## src/rtl/bx_pkg.sv

```systemverilog
package bx_pkg;

    // Operating mode of a single storage cell
    typedef enum logic {
        CELL_HOLD = 1'b0,
        CELL_PASS = 1'b1
    } cell_mode_e;

    // Operating mode of one port driver
    typedef enum logic {
        PORT_FLOAT = 1'b0,
        PORT_DRIVE = 1'b1
    } port_mode_e;

    // Positions of the four cells in the cell array
    localparam int unsigned NUM_CELLS = 4;
    localparam int unsigned IDX_A_B1  = 0;
    localparam int unsigned IDX_A_B2  = 1;
    localparam int unsigned IDX_B1_A  = 2;
    localparam int unsigned IDX_B2_A  = 3;

endpackage

```

## src/rtl/bx_latch_cell.sv

```systemverilog
module bx_latch_cell
    import bx_pkg::*;
#(
    parameter int unsigned WIDTH     = 12,
    parameter bit          USE_CLOCK = 1'b1
) (
    input  logic             clk,
    input  logic             rst_n,
    input  logic             en,
    input  logic [WIDTH-1:0] d,
    output logic [WIDTH-1:0] q
);

    logic [WIDTH-1:0] stored;
    cell_mode_e       mode;

    // Storage element: a sampled register or a true latch, chosen by parameter
    generate
        if (USE_CLOCK) begin : g_sampled
            always_ff @(posedge clk or negedge rst_n) begin
                if (!rst_n) begin
                    stored <= '0;
                end else if (en) begin
                    stored <= d;
                end
            end
        end else begin : g_level
            always_latch begin
                if (!rst_n) begin
                    stored = '0;
                end else if (en) begin
                    stored = d;
                end
            end
        end
    endgenerate

    // Mode decode: the enable level chooses between PASS and HOLD
    always_comb begin
        mode = en ? CELL_PASS : CELL_HOLD;
    end

    // Output: the same data path in both storage variants
    always_comb begin
        unique case (mode)
            CELL_PASS: q = d;
            CELL_HOLD: q = stored;
        endcase
    end

endmodule

```

## src/rtl/bx_port_drive.sv

```systemverilog
module bx_port_drive
    import bx_pkg::*;
#(
    parameter int unsigned WIDTH = 12
) (
    input  logic             oe_n,
    input  logic [WIDTH-1:0] d,
    output logic [WIDTH-1:0] q,
    output logic             oe
);

    port_mode_e mode;

    // Decode the active-low enable into a driver mode
    always_comb begin
        mode = oe_n ? PORT_FLOAT : PORT_DRIVE;
    end

    // A floating port drives zeros so the pad wrapper sees defined data
    always_comb begin
        unique case (mode)
            PORT_DRIVE: begin
                q  = d;
                oe = 1'b1;
            end
            PORT_FLOAT: begin
                q  = '0;
                oe = 1'b0;
            end
        endcase
    end

endmodule

```

## src/rtl/bx_exchanger.sv

```systemverilog
module bx_exchanger
    import bx_pkg::*;
#(
    parameter int unsigned WIDTH     = 12,
    parameter bit          USE_CLOCK = 1'b1
) (
    input  logic             clk,
    input  logic             rst_n,
    input  logic [WIDTH-1:0] a_in,
    output logic [WIDTH-1:0] a_out,
    output logic             a_oe,
    input  logic [WIDTH-1:0] b1_in,
    output logic [WIDTH-1:0] b1_out,
    output logic             b1_oe,
    input  logic [WIDTH-1:0] b2_in,
    output logic [WIDTH-1:0] b2_out,
    output logic             b2_oe,
    input  logic             le_a1,
    input  logic             le_a2,
    input  logic             le_1a,
    input  logic             le_2a,
    input  logic             sel_b1,
    input  logic             oe_a_n,
    input  logic             oe_b1_n,
    input  logic             oe_b2_n
);

    localparam int unsigned N = NUM_CELLS;

    logic [WIDTH-1:0] cell_d [N];
    logic [WIDTH-1:0] cell_q [N];
    logic [N-1:0]     cell_en;
    logic [WIDTH-1:0] ret_sel;

    // Wire each cell to its source port and enable
    always_comb begin
        cell_d[IDX_A_B1]  = a_in;
        cell_d[IDX_A_B2]  = a_in;
        cell_d[IDX_B1_A]  = b1_in;
        cell_d[IDX_B2_A]  = b2_in;
        cell_en[IDX_A_B1] = le_a1;
        cell_en[IDX_A_B2] = le_a2;
        cell_en[IDX_B1_A] = le_1a;
        cell_en[IDX_B2_A] = le_2a;
    end

    generate
        for (genvar i = 0; i < N; i++) begin : g_cell
            bx_latch_cell #(
                .WIDTH     (WIDTH),
                .USE_CLOCK (USE_CLOCK)
            ) u_cell (
                .clk   (clk),
                .rst_n (rst_n),
                .en    (cell_en[i]),
                .d     (cell_d[i]),
                .q     (cell_q[i])
            );
        end
    endgenerate

    // Return path select, placed after the two B-to-A cells
    always_comb begin
        ret_sel = sel_b1 ? cell_q[IDX_B1_A] : cell_q[IDX_B2_A];
    end

    bx_port_drive #(.WIDTH(WIDTH)) u_drv_a (
        .oe_n (oe_a_n),
        .d    (ret_sel),
        .q    (a_out),
        .oe   (a_oe)
    );

    bx_port_drive #(.WIDTH(WIDTH)) u_drv_b1 (
        .oe_n (oe_b1_n),
        .d    (cell_q[IDX_A_B1]),
        .q    (b1_out),
        .oe   (b1_oe)
    );

    bx_port_drive #(.WIDTH(WIDTH)) u_drv_b2 (
        .oe_n (oe_b2_n),
        .d    (cell_q[IDX_A_B2]),
        .q    (b2_out),
        .oe   (b2_oe)
    );

endmodule

```

## config.mk

```make
export PLATFORM = sky130hd
export DESIGN_NAME = bx_exchanger
export DESIGN_NICKNAME = d
export VERILOG_FILES = /design/src/rtl/bx_pkg.sv /design/src/rtl/bx_latch_cell.sv /design/src/rtl/bx_port_drive.sv /design/src/rtl/bx_exchanger.sv
export SDC_FILE = /design/constraint.sdc
export NUM_CORES = 1
export LEC_CHECK = 0
export BUFFER_PORTS_ARGS = -buffer_cell sky130_fd_sc_hd__buf_2
export CAP_MARGIN = 20
export CORE_ASPECT_RATIO = 1.4
export CORE_MARGIN = 1.5
export CORE_UTILIZATION = 42
export DETAILED_ROUTE_END_ITERATION = 10
export PLACE_DENSITY = 0.83
export SYNTH_ARGS = -nofsm -noshare
export SYNTH_HDL_FRONTEND = slang
export SYNTH_SLANG_ARGS = --single-unit
```

## constraint.sdc

```tcl
create_clock -name clk -period 1.91 [get_ports clk]
set_input_delay 0.573 -clock clk [delete_from_list [all_inputs] [get_ports clk]]
set_output_delay 0.573 -clock clk [all_outputs]
set_load 0.05 [all_outputs]
```

==> results_tabular.tex, run 1 <==
\begin{tabular}{lr}
\hline
Metric & Value \\
\hline
\multicolumn{2}{l}{\textbf{Run status}} \\
Status & complete, but fails checks \\
Violated checks & negative setup slack \\
\multicolumn{2}{l}{\textbf{Final layout}} \\
Number of filler instances in the final layout & around 280 \\
Total area of sequential cells & roughly 0.0012 mm\^{}2 \\
Final net count & between 300 and 400 \\
Antenna fix cells & 0 \\
Max FFs per register & 48 \\
Area added between synthesis and finish & 73.90\% \\
Number of non-filler instances in the completed layout & roughly 320 \\
Share of final-layout standard cells stronger than drive strength 1 & 0.7860 \\
Multi-input combinational cell area & roughly 0.0011 mm\^{}2 \\
Largest registers & g\_cell.u\_cell.stored (48) \\
Largest register by flop count & g\_cell.u\_cell.stored \\
\multicolumn{2}{l}{\textbf{Critical path}} \\
Critical path's most frequent cell & sky130\_fd\_sc\_hd\_\_buf\_8 \\
Cell at the slowest stage of the critical path & sky130\_fd\_sc\_hd\_\_mux2\_4 \\
Sequence of cells on the critical path & buf\_8 > buf\_12 > mux2\_4 > a22o\_4 > buf\_8 \\
Critical path startpoint category & input port \\
Arrival time worst endpoint & 1530 ps \\
Biggest cell delay along the critical path & just over 300 ps \\
Largest fanout of any net on the critical path & 7 \\
Setup Crit Path Kind & in -> out \\
CP bufs+invs & 3 \\
Critical path's top delay family & buffers and inverters \\
Critical path required time & between 1000 and 1500 ps \\
Worst Setup End Kind & output pin \\
\multicolumn{2}{l}{\textbf{Yosys}} \\
Share of Yosys cell area claimed by the top area cell type & 0.5694 \\
Top area cells in the synthesized netlist & sky130\_fd\_sc\_hd\_\_dfrtp\_1 (57\%), sky130\_fd\_sc\_hd\_\_mux2\_2 (20\%), sky130\_fd\_sc\_hd\_\_mux2\_4 (7.8\%), sky130\_fd\_sc\_hd\_\_and2\_1 (7.1\%), sky130\_fd\_sc\_hd\_\_a22o\_1 (5.0\%) \\
Cell with the most instances after synthesis & sky130\_fd\_sc\_hd\_\_dfrtp\_1 \\
Mean post-synth cell area & approximately 15 um\^{}2 \\
Post-synth top cells & sky130\_fd\_sc\_hd\_\_dfrtp\_1 (48), sky130\_fd\_sc\_hd\_\_mux2\_2 (37), sky130\_fd\_sc\_hd\_\_and2\_1 (24) \\
Post-synthesis instance total & 145 \\
Total of flip-flops plus latches after synthesis & between 40 and 50 \\
Post-synth EDFFs & 0 \\
Mapped cell area & about 0.0021 mm\^{}2 \\
Ys async rst share & 1.000 \\
Number of nets in the synthesized netlist & roughly 190 \\
Yosys warnings & 0 \\
Count of distinct cell types in the synthesized netlist & 12 \\
Post-synth top flop & sky130\_fd\_sc\_hd\_\_dfrtp\_1 \\
Sequential area share after synthesis & 0.5694 \\
Top cell type by total area after synthesis & sky130\_fd\_sc\_hd\_\_dfrtp\_1 \\
\multicolumn{2}{l}{\textbf{Hold path}} \\
Class of the tightest hold or removal check & in -> async \\
\multicolumn{2}{l}{\textbf{Place}} \\
Placed Instances & $\sim$300 \\
Placement-stage worst setup slack & -331.8 ps \\
RD Place Congestion & around 0.69 \\
\# port buffers & between 80 and 90 \\
Hpwl dp & around 3400 um \\
\multicolumn{2}{l}{\textbf{Detailed routing}} \\
Violation count after the first detailed-routing iteration & 65 \\
Avg Vias per Cell & approximately 4.9 \\
Routed wirelength normalized by instance count & roughly 19 um \\
Final antenna-violating net count & 0 \\
Residual DRC & 0 \\
Wire length reported by the detailed router & around 6000 um \\
DR pass1 iterations & 4 \\
Via count & 1582 \\
\multicolumn{2}{l}{\textbf{GRT}} \\
Overflow after GRT & 0 \\
Via count of the first global-routing pass & 1744 \\
Global-route wire length before repair & 9149 um \\
Largest net degree at the start of global routing & 49 \\
Antenna violations before repair & 0 \\
All-layer global routing usage & 0.2232 \\
\multicolumn{2}{l}{\textbf{STA}} \\
Final worst-path cycle share & 1.099 \\
Final critical path time including I/O delays and setup & between 2000 and 2500 ps \\
Fmax & about 0.48 GHz \\
Clock Skew & 0 ps \\
Final Hold Vio Count & 0 \\
Unrepaired setup endpoints after global routing & yes \\
WHS & 262.3 ps \\
Number of max-slew violations in the final report & 0 \\
Final worst slack & -188.6 ps \\
Total setup violations reported at the end of the flow & 36 \\
Slew at the pin with the worst max-slew slack & 249.4 ps \\
Worst slew margin & 0.8331 \\
\multicolumn{2}{l}{\textbf{CTS}} \\
Level count of the clock H-tree & 2 \\
Number of clock buffers inserted by TritonCTS & 5 \\
Worst-Skew Late Latency & just under 300 ps \\
TritonCTS clock tree & yes \\
Post-CTS clock slew at the launch and capture registers of the worst setup and hold paths & 80 ps \\
Root cell of the clock tree & sky130\_fd\_sc\_hd\_\_clkbuf\_8 \\
Buffers from clock root to sink, at most & 2 \\
Clock sinks & 48 \\
\multicolumn{2}{l}{\textbf{Floorplan}} \\
Floorplan die width & approximately 63 um \\
I/O pins & 85 \\
Die Span Y & 86.86 um \\
Floorplan die area & approximately 0.0055 mm\^{}2 \\
Area of the core region & about 0.0048 mm\^{}2 \\
Starting utilization of the core area & 0.4357 \\
Number of standard-cell rows in the floorplan & 30 \\
\multicolumn{2}{l}{\textbf{Power and ir drop}} \\
Net switching component of the power & around 0.84 mW \\
VDD IR max & about 0.45 mV \\
Power Dens Cells & about 750 mW/mm\^{}2 \\
Logic gate share of total power & 0.363 \\
Leakage component of the power & 1.839 nW \\
Proportion of power drawn by flip-flops and latches & 0.415 \\
Portion of total power attributed to the clock network & 0.222 \\
Internal Power & approximately 1.9 mW \\
Fraction of power spent switching nets & 0.3027 \\
\multicolumn{2}{l}{\textbf{Run}} \\
Max-cap check violation count & 0 \\
\hline
\end{tabular}
-- cell families after synthesis --
| group | Yosys count | synth area share |
|---|---|---|
| compound gates | 12 | 0.04982 |
| buf+inv | 11 | 0.02906 |
| flops | 48 | 0.5694 |
| simple gates | 26 | 0.07592 |
| mux | 48 | 0.2758 |
-- per-layer routing --
| metal | vias to the layer above | share of wire | wire, um | global-route usage |
|---|---|---|---|---|
| met3 | 4 | 0.052 | 313 | 0.05175 |
| met4 | 0 | 0.0048 | 29 | 0.03636 |
| met2 | 70 | 0.57 | 3460 | 0.4342 |
| met1 | 786 | 0.37 | 2224 | 0.2489 |
| li1 | 722 | - | - | - |
| met5 | - | 0 | 0 | 0 |
-- power groups by stage --
stage	combinational [mW]	sequential [mW]	clock, mW
after floorplan	0.521	1.15	0
after CTS	0.949	1.15	0.632
after global placement	0.700	1.16	0
after detailed placement	0.713	1.16	0
final	1.01	1.15	0.614
after global routing	1.05	1.16	0.664
-- worst paths after layout --
path                                             start                          end  slack (ps)  cells after the start
min in group clk           g_cell[1].u_cell.stored[11]  g_cell[1].u_cell.stored[11]         500                      1
setup reg to reg            g_cell[0].u_cell.stored[5]   g_cell[0].u_cell.stored[5]         900                      3
hold reg to reg            g_cell[1].u_cell.stored[11]  g_cell[1].u_cell.stored[11]         500                      1
setup / recovery                                 le_2a                     a_out[7]        -190                      5
hold / removal                                   rst_n   g_cell[1].u_cell.stored[6]         260                      2
max in group asynchronous                        rst_n  g_cell[3].u_cell.stored[11]        1440                      2
-- area by class of cell --
class	count	area share
Clock buffer	7	0.02353
Clock inverter	1	0.002046
Inverter	3	0.003070
Multi-Input combinational cell	86	0.3001
Sequential cell	48	0.3274
Tap cell	64	0.02183
Timing Repair Buffer	112	0.3220
-- cell usage in the layout (no fill, tap or decap), drive strengths merged --
master	instances
and2	24
nor2	1
dfrtp	48
inv	3
clkbuf	8
mux2	48
buf	111
clkinvlp	1
nor2b	1
a22o	12
-- per-stage QoR --
| stage | utilization | TNS [ps] | total power [mW] | cell area (um^2) |
|---|---|---|---|---|
| 3_3_place_gp | 0.5904 | -7716 | 1.858 | 2859 |
| 3_5_place_dp | 0.5904 | -8185 | 1.875 | 2859 |
| 2_1_floorplan | - | -54.83 | 1.673 | 2250 |
| 6_report | 0.7576 | -3890 | 2.768 | 3669 |
| 4_1_cts | 0.7320 | -3629 | 2.726 | 3545 |
| 5_1_grt | 0.7576 | -4326 | 2.869 | 3669 |
-- what timing repair did --
item                                    4_1_cts  5_1_grt
hold buffers                                  0        0
cloned                                        2        1
buffers inserted                              4       10
pin swaps                                    35        2
resized for setup                           152        5
endpoints found under the setup margin       36       36
No activity file was read; power rests on OpenSTA's default activity.
==> inputs of run 2 (changes only) <==
==> constraint.sdc (replaced) <==
create_clock -name clk -period 1.91 [get_ports clk]
set_input_delay 0.382 -clock clk [delete_from_list [all_inputs] [get_ports clk]]
set_output_delay 0.382 -clock clk [all_outputs]
set_load 0.05 [all_outputs]
==> results_tabular.tex, run 2 (synthesis results as in run 1) <==
\begin{tabular}{lr}
\hline
Metric & Value \\
\hline
\multicolumn{2}{l}{\textbf{Critical path}} \\
Worst Setup End Kind & output pin \\
Reg2reg start & g\_cell[3].u\_cell.stored[7] \\
Critical path required time & 1530 ps (+190 ps) \\
Setup Crit Path Kind & in -> out \\
R2R Setup Slk & 1140 ps (+240 ps) \\
Worst reg2reg path endpoint & g\_cell[3].u\_cell.stored[7] \\
Critical path's most frequent cell & sky130\_fd\_sc\_hd\_\_buf\_2 \\
Sequence of cells on the critical path & buf\_2 > buf\_12 > mux2\_4 > a22o\_1 > buf\_2 \\
Arrival time worst endpoint & 1430 ps (-100 ps) \\
Cell at the slowest stage of the critical path & sky130\_fd\_sc\_hd\_\_mux2\_4 \\
Register-to-Register Path Depth & 1 (-2) \\
Largest fanout of any net on the critical path & 8 (+1) \\
Biggest cell delay along the critical path & 310 ps (about the same) \\
Critical path startpoint category & input port \\
\multicolumn{2}{l}{\textbf{CTS}} \\
Count of hold-fix buffers inserted at cts & 0 (unchanged) \\
Level count of the clock H-tree & 2 (unchanged) \\
Post-CTS clock slew at the launch and capture registers of the worst setup and hold paths & 80 ps (about the same) \\
Worst-Skew Late Latency & 290 ps (about the same) \\
Clock sinks & 48 (unchanged) \\
Post-CTS Setup Inserts & 0 (-4) \\
Number of clock buffers inserted by TritonCTS & 5 (unchanged) \\
Buffers from clock root to sink, at most & 2 (unchanged) \\
Root cell of the clock tree & sky130\_fd\_sc\_hd\_\_clkbuf\_8 \\
Resized Gates After CTS & 0 (-100\%) \\
TritonCTS clock tree & yes \\
\multicolumn{2}{l}{\textbf{Place}} \\
Placed Area & 0.002623 mm\^{}2 (-8.3\%) \\
RD Place Congestion & 0.6854 (-1.1\%) \\
Hpwl dp & 3210 um (-5.2\%) \\
\# port buffers & 84 (unchanged) \\
\multicolumn{2}{l}{\textbf{Power and ir drop}} \\
Tot Pwr & 2.311 mW (-17\%) \\
Portion of total power attributed to the clock network & 0.238 (+0.016) \\
Net switching component of the power & 0.7173 mW (-14\%) \\
Leakage component of the power & 1.363 nW (-26\%) \\
VDD IR max & 0.5212 mV (+16\%) \\
Logic gate share of total power & 0.269 (-0.094) \\
Power Dens Cells & 855.7 mW/mm\^{}2 (+13\%) \\
Fraction of power spent switching nets & 0.3105 (+0.007800) \\
Internal Power & 1.593 mW (-17\%) \\
Proportion of power drawn by flip-flops and latches & 0.493 (+0.078) \\
\multicolumn{2}{l}{\textbf{STA}} \\
Unrepaired setup endpoints after global routing & no \\
Clock Skew & 0 ps (unchanged) \\
Worst slew margin & 0.6532 (-0.1800) \\
Number of max-slew violations in the final report & 0 (unchanged) \\
Slew at the pin with the worst max-slew slack & 520.3 ps (+270.9 ps) \\
Final worst-path cycle share & 0.9482 (-0.1505) \\
Total setup violations reported at the end of the flow & 0 (-100\%) \\
Final Hold Vio Count & 0 (unchanged) \\
Post-Route Setup TNS & 0 ps (+3890 ps) \\
Fmax & 0.5521 GHz (+16\%) \\
Final critical path time including I/O delays and setup & 1811 ps (-287.5 ps) \\
\multicolumn{2}{l}{\textbf{Floorplan}} \\
Number of standard-cell rows in the floorplan & 30 (unchanged) \\
I/O pins & 85 (unchanged) \\
Area of the core region & 0.004842 mm\^{}2 (unchanged) \\
Die Span Y & 86.86 um (unchanged) \\
Starting utilization of the core area & 0.4357 (unchanged) \\
Floorplan die width & 62.90 um (unchanged) \\
Floorplan die area & 0.005463 mm\^{}2 (unchanged) \\
\multicolumn{2}{l}{\textbf{GRT}} \\
All-layer global routing usage & 0.1598 (-0.06339) \\
Largest net degree at the start of global routing & 28 (-43\%) \\
Grt met1 use & 0.1747 (-0.07427) \\
Global-route wire length before repair & 6748 um (-26\%) \\
Via count of the first global-routing pass & 1502 (-14\%) \\
Met2 Track Usage GR & 0.2959 (-0.1383) \\
Overflow after GRT & 0 (unchanged) \\
Antenna violations before repair & 0 (unchanged) \\
Grt met3 use & 0.04787 (-0.003881) \\
Layer carrying the most global-route usage & met2 \\
\multicolumn{2}{l}{\textbf{Final layout}} \\
Layout Cell Area excl Fill & 0.002700 mm\^{}2 (-26\%) \\
Highest-count cells in the layout ignoring fill and taps & sky130\_fd\_sc\_hd\_\_buf\_2 (84), sky130\_fd\_sc\_hd\_\_dfrtp\_1 (48), sky130\_fd\_sc\_hd\_\_mux2\_2 (37) \\
Fraction of the core area covered by cells at the end of the flow & 0.5576 (-0.2000) \\
Final net count & 279 (-7.6\%) \\
Share of final-layout standard cells stronger than drive strength 1 & 0.6137 (-0.1723) \\
Largest registers & g\_cell.u\_cell.stored (48) \\
Largest register by flop count & g\_cell.u\_cell.stored \\
Area added between synthesis and finish & 28.00\% \\
Commonest non-fill, non-tap cell in the layout & sky130\_fd\_sc\_hd\_\_buf\_2 \\
Max FFs per register & 48 (unchanged) \\
Antenna fix cells & 0 (unchanged) \\
\multicolumn{2}{l}{\textbf{Run}} \\
Max-cap check violation count & 0 (unchanged) \\
\multicolumn{2}{l}{\textbf{Detailed routing}} \\
Via count & 1414 (-11\%) \\
Avg Vias per Cell & 4.761 (-3.4\%) \\
Final antenna-violating net count & 0 (unchanged) \\
DR pass1 iterations & 2 (-2) \\
Routed wirelength normalized by instance count & 13.77 um (-27\%) \\
Violation count after the first detailed-routing iteration & 21 (-68\%) \\
Residual DRC & 0 (unchanged) \\
Wire length reported by the detailed router & 4090 um (-32\%) \\
\multicolumn{2}{l}{\textbf{Run status}} \\
Status & complete, no violations \\
\multicolumn{2}{l}{\textbf{Hold path}} \\
Class of the tightest hold or removal check & in -> async \\
\hline
\end{tabular}
==> run 2: cell types whose count changed in the layout (fill, tap and decap cells not counted), sizes merged <==
cell / delta
clkinv: +1
clkbuf: -2
buf: -22
clkinvlp: -1
==> run 2: worst max path at each step <==
stage,startpoint,end,cells after the start
2_1_floorplan,sel_b1,a_out[1],3
3_3_place_gp,le_1a,a_out[10],4
3_5_place_dp,le_1a,a_out[10],4
4_1_cts,le_1a,a_out[10],4
5_1_grt,le_1a,a_out[10],4
6_report,le_2a,a_out[7],5
==> run 2: layout make-up <==
cell class	count	area, um^2
clock buffer	6	72.57
clock inverter	1	5.005
fill	406	2142
inverter	3	11.26
multi-input combinational	86	847.1
sequential	48	1201
tap	64	80.08
timing repair buffer	89	483.0
==> run 2: through the flow <==
step	std cells	setup WS [ps]	hold WS, ps
after floorplan	145	229.6	86.41
after global placement	290	99.76	388.1
after detailed placement	290	87.38	394.7
after CTS	297	88.20	73.83
after global routing	297	50.39	87.13
final	297	98.88	56.68
==> run 2: critical path: cells and delay by family <==
| kind | cells | cell delay (ps) |
|---|---|---|
| AOI/OAI and AO/OA | 1 | 230 |
| buffers and inverters | 3 | 500 |
| muxes | 1 | 310 |
==> run 2: per-layer routing <==
| layer | up-vias | share of wire |
|---|---|---|
| li1 | 673 | - |
| met1 | 672 | 0.39 |
| met2 | 64 | 0.52 |
| met3 | 5 | 0.078 |
| met4 | 0 | 0.013 |
| met5 | - | 0 |
==> run 2: power groups by stage <==
stage                     clock [mW]  sequential [mW]  combinational [mW]
after floorplan                    0             1.15               0.457
after global placement             0             1.16               0.617
after detailed placement           0             1.16               0.626
after CTS                      0.573             1.14               0.629
after global routing           0.616             1.15               0.662
final                          0.550             1.14               0.621
==> inputs of run 3 (changes only) <==
--- a/config.mk
+++ b/config.mk
@@ -10,8 +10,9 @@
 export CORE_ASPECT_RATIO = 1.4
 export CORE_MARGIN = 1.5
 export CORE_UTILIZATION = 42
+export CTS_CLUSTER_DIAMETER = 200
 export DETAILED_ROUTE_END_ITERATION = 10
-export PLACE_DENSITY = 0.83
+export PLACE_DENSITY = 0.71
 export SYNTH_ARGS = -nofsm -noshare
 export SYNTH_HDL_FRONTEND = slang
 export SYNTH_SLANG_ARGS = --single-unit
==> results_tabular.tex, run 3 (synthesis results as in run 1) <==
\begin{tabular}{lr}
\hline
Metric & Value \\
\hline
\multicolumn{2}{l}{\textbf{CTS}} \\
Number of clock buffers inserted by TritonCTS & 5 (unchanged) \\
Post-CTS clock slew at the launch and capture registers of the worst setup and hold paths & 80 ps (about the same) \\
Clock sinks & 48 (unchanged) \\
Buffers from clock root to sink, at most & 2 (unchanged) \\
Worst-Skew Late Latency & 280 ps (about the same) \\
Resized Gates After CTS & 0 (unchanged) \\
Level count of the clock H-tree & 2 (unchanged) \\
Root cell of the clock tree & sky130\_fd\_sc\_hd\_\_clkbuf\_8 \\
Post-CTS Setup Inserts & 0 (unchanged) \\
TritonCTS clock tree & yes \\
\multicolumn{2}{l}{\textbf{Place}} \\
RD Place Congestion & 0.6906 (+0.76\%) \\
\# port buffers & 84 (unchanged) \\
Hpwl dp & 3121 um (-2.8\%) \\
\multicolumn{2}{l}{\textbf{STA}} \\
Unrepaired setup endpoints after global routing & no \\
Slew at the pin with the worst max-slew slack & 359.6 ps (-160.7 ps) \\
Final Hold Vio Count & 0 (unchanged) \\
Number of max-slew violations in the final report & 0 (unchanged) \\
Fmax & 0.5458 GHz (-1.1\%) \\
Final worst-path cycle share & 0.9592 (+0.01097) \\
Post-Route Setup TNS & 0 ps (unchanged) \\
Final critical path time including I/O delays and setup & 1832 ps (+20.94 ps) \\
Total setup violations reported at the end of the flow & 0 (unchanged) \\
Clock Skew & 0 ps (unchanged) \\
Worst slew margin & 0.7603 (+0.1071) \\
\multicolumn{2}{l}{\textbf{GRT}} \\
Overflow after GRT & 0 (unchanged) \\
Global-route wire length before repair & 6969 um (+3.3\%) \\
Antenna violations before repair & 0 (unchanged) \\
Largest net degree at the start of global routing & 17 (-39\%) \\
Via count of the first global-routing pass & 1530 (+1.9\%) \\
All-layer global routing usage & 0.1629 (+0.003130) \\
\multicolumn{2}{l}{\textbf{Detailed routing}} \\
Final antenna-violating net count & 0 (unchanged) \\
Violation count after the first detailed-routing iteration & 33 (+57\%) \\
Routed wirelength normalized by instance count & 13.70 um (-0.48\%) \\
Wire length reported by the detailed router & 4125 um (+0.86\%) \\
DR pass1 iterations & 5 (+3) \\
Top routing layer in use & met4 \\
WL met3 & 312 um (-1.6\%) \\
Avg Vias per Cell & 4.860 (+2.1\%) \\
Detailed-route wire length on metal 1 & 1742 um (+9.2\%) \\
Wire length on met2 & 2038 um (-4.1\%) \\
Via count & 1463 (+3.5\%) \\
Residual DRC & 0 (unchanged) \\
\multicolumn{2}{l}{\textbf{Critical path}} \\
Setup Crit Path Kind & in -> out \\
R2R Setup Slk & 1150 ps (about the same) \\
Worst Setup End Kind & output pin \\
Critical path startpoint category & input port \\
Arrival time worst endpoint & 1450 ps (+20 ps) \\
Worst reg2reg path endpoint & g\_cell[3].u\_cell.stored[8] \\
Largest fanout of any net on the critical path & 12 (+4) \\
Reg2reg start & g\_cell[3].u\_cell.stored[8] \\
Critical path required time & 1530 ps (about the same) \\
Register-to-Register Path Depth & 1 (unchanged) \\
\multicolumn{2}{l}{\textbf{Hold path}} \\
Worst Min Path Start & b2\_in[1] \\
Hold Path Depth & 2 \\
Hold endpoint & g\_cell[3].u\_cell.stored[1] \\
Class of the tightest hold or removal check & in -> reg \\
\multicolumn{2}{l}{\textbf{Floorplan}} \\
Die Span Y & 86.86 um (unchanged) \\
Starting utilization of the core area & 0.4357 (unchanged) \\
Floorplan die width & 62.90 um (unchanged) \\
Floorplan die area & 0.005463 mm\^{}2 (unchanged) \\
Number of standard-cell rows in the floorplan & 30 (unchanged) \\
I/O pins & 85 (unchanged) \\
Area of the core region & 0.004842 mm\^{}2 (unchanged) \\
\multicolumn{2}{l}{\textbf{Final layout}} \\
Area added between synthesis and finish & 29.18\% \\
Max FFs per register & 48 (unchanged) \\
Largest registers & g\_cell.u\_cell.stored (48) \\
Share of final-layout standard cells stronger than drive strength 1 & 0.6118 (-0.001920) \\
Highest-count cells in the layout ignoring fill and taps & sky130\_fd\_sc\_hd\_\_buf\_2 (84), sky130\_fd\_sc\_hd\_\_dfrtp\_1 (48), sky130\_fd\_sc\_hd\_\_mux2\_2 (37) \\
Final net count & 282 (+1.1\%) \\
Antenna fix cells & 0 (unchanged) \\
Commonest non-fill, non-tap cell in the layout & sky130\_fd\_sc\_hd\_\_buf\_2 \\
Largest register by flop count & g\_cell.u\_cell.stored \\
\multicolumn{2}{l}{\textbf{Power and ir drop}} \\
Power Dens Cells & 864.8 mW/mm\^{}2 (+1.1\%) \\
VDD IR max & 0.5266 mV (+1.0\%) \\
Leakage component of the power & 1.376 nW (+1.0\%) \\
Tot Pwr & 2.357 mW (+2.0\%) \\
\multicolumn{2}{l}{\textbf{Run}} \\
Max-cap check violation count & 0 (unchanged) \\
\multicolumn{2}{l}{\textbf{Run status}} \\
Status & complete, no violations \\
\hline
\end{tabular}
-- run 3: changes by cell type in the layout (fill, tap and decap cells not counted), sizes merged --
cell	change
clkbuf	+2
dlygate4sd3	+1
clkinv	-1
buf	+2
-- run 3: critical path: stages --
cell and delay [ps]:
sky130_fd_sc_hd__buf_2 270, sky130_fd_sc_hd__mux2_2 390, sky130_fd_sc_hd__a22o_1 200, sky130_fd_sc_hd__buf_2 210
-- run 3: timing repair --
| item | in CTS | in global routing |
|---|---|---|
| hold buffers | 1 | 0 |
| endpoints found under the hold margin | 13 | 0 |
| endpoints found under the setup margin | 0 | 0 |
-- run 3: cell type report --
class,instances,area [um^2]
Timing Repair Buffer,92,495.5
Multi-Input combinational cell,86,847.1
Inverter,3,11.26
Sequential cell,48,1201
Tap cell,64,80.08
Clock buffer,8,90.09
Fill cell,442,2117
-- run 3: worst max-delay path by stage --
stage | slack (ps) | endpoint | cells after the start | start
after global placement | 100 | a_out[10] | 4 | le_1a
after CTS | 70 | a_out[10] | 4 | le_1a
after global routing | 20 | a_out[5] | 4 | le_1a
final | 80 | a_out[5] | 4 | le_1a
after detailed placement | 70 | a_out[10] | 4 | le_1a
after floorplan | 230 | a_out[1] | 3 | sel_b1
-- run 3: per-layer routing --
metal	GRT usage	vias up
met5	0	-
met4	0.03636	0
met3	0.04657	4
met2	0.2921	74
met1	0.1935	707
li1	-	678
-- run 3: report_power, final --
part | internal, mW | switching, mW
registers | 1.11 | 0.0233
logic | 0.230 | 0.391
clock network | 0.295 | 0.302
total | 1.64 | 0.716
-- run 3: through the flow --
stage	worst slack, ps	std cells	utilization	cell area, um^2	hold WS (ps)
2_1_floorplan	229.6	145	-	2112	86.41
3_3_place_gp	98.48	292	0.5421	2625	312.4
3_5_place_dp	69.47	292	0.5421	2625	313.7
4_1_cts	70.43	301	0.5628	2725	328.0
5_1_grt	20.03	301	0.5628	2725	317.0
6_report	77.94	301	0.5628	2725	336.1
